`src/rtl/mdec_pkg.sv`:
```
package mdec_pkg;
    typedef enum logic [1:0] {
        ST_HUNT   = 2'd0,
        ST_TIMING = 2'd1,
        ST_ARMED  = 2'd2
    } rx_state_e;
endpackage

```
`src/rtl/mdec_sync.sv`:
```
module mdec_sync #(
    parameter int STAGES = 2
) (
    input  logic clk,
    input  logic rst_n,
    input  logic din,
    output logic line,
    output logic line_prev,
    output logic toggled
);
    // chain[STAGES-1] is the synchronized line; chain[STAGES] is one cycle older.
    logic [STAGES:0] chain;

    always_ff @(posedge clk or negedge rst_n) begin
        if (!rst_n) chain[0] <= 1'b0;
        else        chain[0] <= din;
    end

    genvar g;
    generate
        for (g = 1; g <= STAGES; g++) begin : g_stage
            always_ff @(posedge clk or negedge rst_n) begin
                if (!rst_n) chain[g] <= 1'b0;
                else        chain[g] <= chain[g-1];
            end
        end
    endgenerate

    assign line      = chain[STAGES-1];
    assign line_prev = chain[STAGES];
    assign toggled   = line ^ line_prev;
endmodule

```
`src/rtl/mdec_timer.sv`:
```
module mdec_timer #(
    parameter int DELAY_CLKS   = 12,
    parameter int SILENCE_CLKS = 32
) (
    input  logic clk,
    input  logic rst_n,
    input  logic start,
    input  logic track,
    output logic expire,
    output logic busy,
    output logic silent
);
    localparam int CW = $clog2(SILENCE_CLKS + 1);
    localparam logic [CW-1:0] DLOAD = CW'(DELAY_CLKS - 1);
    localparam logic [CW-1:0] SMAX  = CW'(SILENCE_CLKS);

    logic [CW-1:0] dcnt;
    logic [CW-1:0] scnt;
    logic          run;

    // Countdown from an accepted edge to the capture point.
    always_ff @(posedge clk or negedge rst_n) begin
        if (!rst_n) begin
            run  <= 1'b0;
            dcnt <= '0;
        end else if (start) begin
            run  <= 1'b1;
            dcnt <= DLOAD;
        end else if (run) begin
            if (dcnt == '0) run  <= 1'b0;
            else            dcnt <= dcnt - 1'b1;
        end
    end

    // Cycles since the last accepted edge, saturating at the silence limit.
    always_ff @(posedge clk or negedge rst_n) begin
        if (!rst_n)                scnt <= '0;
        else if (!track || start)  scnt <= '0;
        else if (scnt != SMAX)     scnt <= scnt + 1'b1;
    end

    assign expire = run && (dcnt == '0);
    assign busy   = run;
    assign silent = (scnt == SMAX);

    // a running countdown steps down by one each cycle unless restarted.
    a_r4_countdown_steps: assert property (@(posedge clk) disable iff (!rst_n)
        (run && !start && dcnt != '0) |=> (run && dcnt == $past(dcnt) - 1'b1));
endmodule

```
`src/rtl/mdec_shift.sv`:
```
module mdec_shift #(
    parameter int W = 8
) (
    input  logic         clk,
    input  logic         rst_n,
    input  logic         clear,
    input  logic         load,
    input  logic         bit_in,
    output logic [W-1:0] word,
    output logic         valid
);
    localparam int CNTW = $clog2(W);
    localparam logic [CNTW-1:0] LAST = CNTW'(W - 1);

    logic [W-1:0]    sh;
    logic [CNTW-1:0] cnt;

    always_ff @(posedge clk or negedge rst_n) begin
        if (!rst_n) begin
            sh    <= '0;
            cnt   <= '0;
            word  <= '0;
            valid <= 1'b0;
        end else begin
            valid <= 1'b0;
            if (clear) begin
                cnt <= '0;
            end else if (load) begin
                sh <= {sh[W-2:0], bit_in};
                if (cnt == LAST) begin
                    cnt   <= '0;
                    word  <= {sh[W-2:0], bit_in};
                    valid <= 1'b1;
                end else begin
                    cnt <= cnt + 1'b1;
                end
            end
        end
    end

    // strobe lasts one cycle; word only moves together with the strobe.
    a_r5_strobe_single: assert property (@(posedge clk) disable iff (!rst_n)
        valid |=> !valid);
    a_r5_word_held: assert property (@(posedge clk) disable iff (!rst_n)
        !valid |-> $stable(word));
endmodule

```
`src/rtl/mcode_rx.sv`:
```
module mcode_rx
    import mdec_pkg::*;
#(
    parameter int BIT_CLKS  = 16,
    parameter int WORD_BITS = 8
) (
    input  logic                 clk,
    input  logic                 rst_n,
    input  logic                 code_in,
    output logic                 ser_data,
    output logic                 rec_clk,
    output logic [WORD_BITS-1:0] word_out,
    output logic                 word_valid
);
    localparam int DELAY_CLKS   = (3 * BIT_CLKS) / 4;
    localparam int SILENCE_CLKS = 2 * BIT_CLKS;

    rx_state_e state_q, state_d;
    logic line, line_prev, edge_seen;
    logic tmr_expire, tmr_busy, tmr_silent;
    logic start_tmr, take_sync, do_cap, drop;
    logic cap_q, pol_q;

    mdec_sync #(.STAGES(2)) u_sync (
        .clk(clk), .rst_n(rst_n), .din(code_in),
        .line(line), .line_prev(line_prev), .toggled(edge_seen)
    );

    mdec_timer #(.DELAY_CLKS(DELAY_CLKS), .SILENCE_CLKS(SILENCE_CLKS)) u_timer (
        .clk(clk), .rst_n(rst_n), .start(start_tmr),
        .track(state_q != ST_HUNT),
        .expire(tmr_expire), .busy(tmr_busy), .silent(tmr_silent)
    );

    // Next-state logic.
    always_comb begin
        state_d = state_q;
        unique case (state_q)
            ST_HUNT:   if (edge_seen) state_d = ST_TIMING;
            ST_TIMING: if (tmr_expire) state_d = ST_ARMED;
            ST_ARMED: begin
                if (edge_seen)       state_d = ST_TIMING;
                else if (tmr_silent) state_d = ST_HUNT;
            end
            default: state_d = ST_HUNT;
        endcase
    end

    // State register.
    always_ff @(posedge clk or negedge rst_n) begin
        if (!rst_n) state_q <= ST_HUNT;
        else        state_q <= state_d;
    end

    // Per-state strobes.
    always_comb begin
        take_sync = (state_q == ST_HUNT) && edge_seen;
        start_tmr = edge_seen && ((state_q == ST_HUNT) || (state_q == ST_ARMED));
        do_cap    = (state_q == ST_TIMING) && tmr_expire;
        drop      = (state_q == ST_ARMED) && !edge_seen && tmr_silent;
    end

    // Polarity from the sync bit's first half; capture at countdown end.
    always_ff @(posedge clk or negedge rst_n) begin
        if (!rst_n) begin
            pol_q <= 1'b0;
            cap_q <= 1'b0;
        end else begin
            if (take_sync) pol_q <= line_prev;
            if (do_cap)    cap_q <= line;
        end
    end

    mdec_shift #(.W(WORD_BITS)) u_shift (
        .clk(clk), .rst_n(rst_n), .clear(drop || take_sync), .load(do_cap),
        .bit_in(line ^ pol_q), .word(word_out), .valid(word_valid)
    );

    assign ser_data = cap_q ^ pol_q;
    assign rec_clk  = cap_q ^ line;

    // while timing, the countdown is running, so edges cannot restart it.
    a_r4_timing_busy: assert property (@(posedge clk) disable iff (!rst_n)
        (state_q == ST_TIMING) |-> tmr_busy);
    // the captured bit only changes right after a countdown expiry.
    a_r3_capture_on_expiry: assert property (@(posedge clk) disable iff (!rst_n)
        !((state_q == ST_TIMING) && tmr_expire) |=> $stable(cap_q));
    // silence while armed sends the decoder back to hunting.
    a_r9_silence_drop: assert property (@(posedge clk) disable iff (!rst_n)
        ((state_q == ST_ARMED) && tmr_silent && !edge_seen) |=> (state_q == ST_HUNT));
    // no byte is completed while hunting.
    a_r9_hunt_quiet: assert property (@(posedge clk) disable iff (!rst_n)
        (state_q == ST_HUNT) |-> !word_valid);
endmodule

```
`config.mk`:
```
export PLATFORM = sky130hd
export DESIGN_NAME = mcode_rx
export DESIGN_NICKNAME = d
export VERILOG_FILES = /design/src/rtl/mdec_pkg.sv /design/src/rtl/mdec_sync.sv /design/src/rtl/mdec_timer.sv /design/src/rtl/mdec_shift.sv /design/src/rtl/mcode_rx.sv
export SDC_FILE = /design/constraint.sdc
export NUM_CORES = 1
export LEC_CHECK = 0
export ABC_CLOCK_PERIOD_IN_PS = 2000
export BUFFER_PORTS_ARGS = -buffer_cell sky130_fd_sc_hd__buf_4
export CAP_MARGIN = 5
export CORE_ASPECT_RATIO = 2
export CORE_UTILIZATION = 30
export DETAILED_ROUTE_END_ITERATION = 16
export HOLD_SLACK_MARGIN = 0.02
export PLACE_DENSITY = 0.45
export SLEW_MARGIN = 20
export SYNTH_ARGS = -nofsm -noshare
export SYNTH_HDL_FRONTEND = slang
export SYNTH_SLANG_ARGS = --single-unit
```
`constraint.sdc`:
```
create_clock -name clk -period 2 [get_ports clk]
set_clock_uncertainty 0.05 [all_clocks]
set_input_delay 0.2 -clock clk [delete_from_list [all_inputs] [get_ports clk]]
set_output_delay 0.2 -clock clk [all_outputs]
set_load 0.005 [all_outputs]
```
# Word level (Yosys, flattened, before mapping)
# Cells that the tools add are included.
# totals
in_bits	3
out_inout_bits	11
wordCells	70
regBits	39
# op_classes
n_bitwise	5
n_reduce_logical	21
addsub	3
muxes	19
eq_ne	9
# ops
operator	count
$mux 6	5
$mux 3	3
$mux 2	4
$reduce_bool 2->1	4
$add 6x1->6 const B	1
$eq 6x6->1 const B	1
$logic_and 1x1->1	6
$logic_not 6->1	1
$mux 1	6
$ne 6x6->1 const B	1
$pmux 2 s3	1
$reduce_and 3->1	2
$sub 6x1->6 const B	1
$ne 2x2->1 const B	2
$reduce_and 2->1	2
$xor 1x1->1	4
$add 3x1->3 const B	1
$eq 3x3->1 const B	1
$logic_or 1x1->1	3
$ne 3x3->1 const B	1
$eq 2x1->1 const B	1
$eq 2x2->1 const B	1
$logic_not 1->1	2
$logic_not 2->1	1
2 further kinds	2

# Depth between registers and ports, before layout
# logic_depth
depth_word	7
mapped_depth	7
ltp_nobuf	6

# Cells and area by module
# From an unflattened synthesis, not the netlist that was laid out.
# hier_totals
cells_unflattened	152
area_unflattened_um2	1881.8
# by_module_without_submodules
mod	n_inst	area_per_inst_um2	seq_area_each_um2	cells_per_inst
mdec_shift	1	803.3	475.5	48
mdec_timer	1	764.5	325.3	79
mcode_rx	1	230.2	100.1	21
mdec_sync	1	83.8	75.1	4

# Worst setup path before layout
# Ideal clock, no wire load.
# synth_timing
path_type	register to register
startpoint	register u_timer.dcnt[2]
endpoint	register u_shift.word[6]
setup_ns	0.125
n_path_buf	1
path_slack_ns	0.316
arrival_ns	1.509
t_required_ns	1.825
synth_period_minus_slack_ns	1.684
path_stages_with_launch	5
path_cell_list	dfrtp_1 > buf_6 > nor4_4 > nand4_4 > mux2_4
# synth_via
elab_chain_cells	4
# synth_rtl
element	line_no	source
from (decl)	mdec_timer.sv:17	logic [CW-1:0] dcnt;
from (signal assigned)	mdec_timer.sv:31	else dcnt <= dcnt - 1'b1;
$logic_not 6->1	mdec_timer.sv:42	assign expire = run && (dcnt == '0);
$logic_and 1x1->1	mdec_timer.sv:42	
$logic_and 1x1->1	mcode_rx.sv:59	do_cap = (state_q == ST_TIMING) && tmr_expire;
$reduce_and 3->1 (no line)	n/a	
to (signal assigned)	mdec_shift.sv:32	word <= {sh[W-2:0], bit_in};
to (decl)	mdec_shift.sv:9	output logic [W-1:0] word,
# No other way between the ends.
# A chain may end at the register's enable or synchronous reset.

# Worst setup path in the final report
# Same ends and word-level chain as after synthesis.

==> load_flow_metrics.sql <==
INSERT INTO impl_metrics (metric_group, metric, value, unit) VALUES
('outcome', 'status', 'completed', ''),
('pwr', 'clock_power_share', '33.9', '%'),
('global_routing', 'number_of_global_route_vias_before_repair', '1273', ''),
('clock_tree', 'post_cts_setup_buffers', '0', ''),
('cells_and_area', 'area_growth_syn_to_layout', '20.5', '%'),
('critical_path', 'critPathCaptureType', 'flip-flop', ''),
('yosys', 'yosys_warnings', '0', ''),
('yosys', 'synthArstFlopShare', '100', '%'),
('placed_design', 'dp_cells', '231', ''),
('critical_path', 'critical_path_arrival', '1.88', 'ns'),
('yosys', 'synth_edf_count', '0', ''),
('cells_and_area', 'n_fill_cell', '577', ''),
('cells_and_area', 'multi_input_area', '724', 'um2'),
('floorplanning', 'die_area', '6190', 'um2'),
('timing', 'tightest_slew', '0.517', 'ns'),
('pwr', 'power.net_switching', '0.897', 'mW'),
('hold_path', 'path_class_of_the_lowest_slack_min_delay_path', 'reg2reg', ''),
('drt', 'drt_iter0_drc', '38', ''),
('global_routing', 'grt_overflow', '0', ''),
('clock_tree', 'clk_sinks', '39', ''),
('global_routing', 'grt_first_pass_wirelength', '5950', 'um'),
('floorplanning', 'design.portCount', '14', ''),
('critical_path', 'path_class', 'reg2reg', ''),
('placed_design', 'preCtsSetupSlack', '0.241', 'ns'),
('drt', 'final_routed_drc_violation_total', '0', ''),
('pwr', 'power.share.switching', '32.6', '%'),
('pwr', 'power_density', '1300', 'nW/um2'),
('timing', 'setup-tns-final', '0', 'ns'),
('critical_path', 'timing.critical_path.fanout_max', '10', ''),
('cells_and_area', 'finalCoreUtilization', '37.4', '%'),
('floorplanning', 'initial_utilization', '31.1', '%'),
('cells_and_area', 'drive_above_1_share', '21.1', '%'),
('clock_tree', 'worst_setup_hold_path_clk_slew', '0.06', 'ns'),
('pwr', 'share_seq_of_total_power', '42.1', '%'),
('timing', 'worst_case_headroom_to_the_max_slew_limit', '65.2', '%'),
('pwr', 'p_leak', '1.06', 'nW'),
('drt', 'via_count', '1192', ''),
('clock_tree', 'number_of_h_tree_levels', '2', ''),
('timing', 'finalMaxSlewViolations', '0', ''),
('yosys', 'netlist_area', '1760', 'um2'),
('pwr', 'intPower', '1.86', 'mW'),
('floorplanning', 'die_ht', '110', 'um'),
('yosys', 'synth_flop_cell', 'dfrtp_1', ''),
('drt', 'routed_length_per_instance', '14.3', 'um'),
('timing', 'post-route-min-period', '1.76', 'ns'),
('timing', 'worst_slack', '0.241', 'ns'),
('drt', 'drt.antenna.violating_nets', '0', ''),
('placed_design', 'finalWeightedCongestion', '0.717', ''),
('critical_path', 'timing.critical_path.cells', 'nor4_4 -> nand4_4 -> mux2_4', ''),
('yosys', 'synth.lib_cells_used.distinct', '41', ''),
('global_routing', 'antenna_found_initial', '0', ''),
('timing', 'hold_viol', '0', ''),
('yosys', 'yosys_register_bits', '39', ''),
('clock_tree', 'worstSkewPairLatency', '0.28', 'ns'),
('cells_and_area', 'ff_latch_area', '976', 'um2'),
('cells_and_area', 'insertedDiodeCount', '0', ''),
('cells_and_area', 'final-instance-count-excl-fill', '241', ''),
('placed_design', 'hpwl', '2450', 'um'),
('timing', 'maxClockFrequency', '568', 'MHz'),
('cells_and_area', 'most_frequent_standard_cell_in_the_layout_excluding_fill_and_tap_cells', 'dfrtp_1', ''),
('run', 'cap_violations', '0', ''),
('timing', 'grt_setup_unrepaired', 'false', ''),
('timing', 'fin_hold_ws', '0.300', 'ns'),
('drt', 'routed_wirelength', '3450', 'um'),
('floorplanning', 'fp.dieW', '56.1', 'um'),
('placed_design', 'buffer_ports.inserted', '13', ''),
('critical_path', 'worst-endpoint-required', '2.12', 'ns'),
('drt', 'firstDrtPassIters', '4', ''),
('clock_tree', 'tritoncts_clock_tree', 'yes', ''),
('cells_and_area', 'num-nets-final', '188', ''),
('critical_path', 'timing.critical_path.from_type', 'flip-flop', '');
cells in the mapped netlist (2+ instances only):
library cell,number,share of area (%)
dfrtp_1,39,55
nand2_1,29,6.2
nor2_1,12,2.6
ha_1,6,4.3
inv_1,6,1.3
mux2_2,6,3.8
xnor2_1,6,3.0
a21oi_1,5,1.4
nand3_1,5,1.4
nor3_1,5,1.4
xor2_1,4,2.0
o21ai_0,3,0.85
a22o_1,2,1.0
buf_2,2,0.57
clkbuf_1,2,0.43
mux2i_1,2,1.1
power by group through the flow:
stage	logic (mW)	registers [mW]	clock network (mW)
after floorplan	0.539	1.10	0
after global placement	0.633	1.16	0
after detailed placement	0.671	1.17	0
after CTS	0.679	1.16	0.955
after global routing	0.762	1.18	0.987
final	0.662	1.16	0.934
worst max-delay path, delay by kind of cell (launching register included):
family / cells / cell delay (ns)
muxes: 1 / 0.35
DFF: 1 / 0.46
and+or+nand+nor: 2 / 0.79
stage by stage:
| step | total power [mW] | cell area, um2 |
|---|---|---|
| final | 2.75 | 2120 |
| after detailed placement | 1.84 | 1930 |
| after global routing | 2.93 | 2120 |
| after floorplan | 1.63 | 1760 |
| after CTS | 2.79 | 2120 |
| after global placement | 1.79 | 1930 |
registers in the layout, summed over array words and instances, names as in the netlist:
signal,cells
u_shift.word,8
u_shift.sh,7
u_timer.dcnt,6
u_timer.scnt,6
u_shift.cnt,3
state_q,2
cap_q,1
pol_q,1
u_shift.valid,1
u_sync.chain,1
u_sync.line,1
u_sync.line_prev,1
u_timer.busy,1
layout make-up:
cell class	count	area share [%]
tap	61	3.60
clock buffer	5	5.90
sequential	39	46.0
clock inverter	3	2.24
multi-input combinational	108	34.2
timing repair buffer	19	6.97
inverter	6	1.06
path summary, 6_finish.rpt:
check | startpoint | end | slack (ns)
max in group asynchronous | rst_n | u_timer.dcnt[5] | 1.18
min reg2reg | u_sync.chain[0] | u_sync.line | 0.30
min | u_sync.chain[0] | u_sync.line | 0.30
max | u_timer.dcnt[2] | u_shift.word[6] | 0.24
min in group asynchronous | rst_n | u_shift.word[3] | 0.37
max reg2reg | u_timer.dcnt[2] | u_shift.word[6] | 0.24
metal layers:
layer  vias up  part of all wire, %  GRT usage (%)
met5         -                    0              0
li1        582                    -              -
met2        14                   55           23.9
met1       591                   41           12.8
met3         5                  1.9           3.15
met4         0                  2.1           6.27
timing repair:
item                      4_1_cts  5_1_grt
hold endpoints to repair       40        0
hold buffers                    2        0
gates resized for setup         0        0
cells by family (layout without fill, tap and decap cells):
logic type,Yosys count,count (layout),synth area share (%)
compound gates,20,20,7.90
flops,39,39,55.5
xor+xnor,10,10,4.98
simple gates,63,63,18.2
buf+inv,12,33,3.34
fa+ha+maj,6,6,4.27
mux,9,9,5.83
No activity file was read; power rests on OpenSTA's default activity.
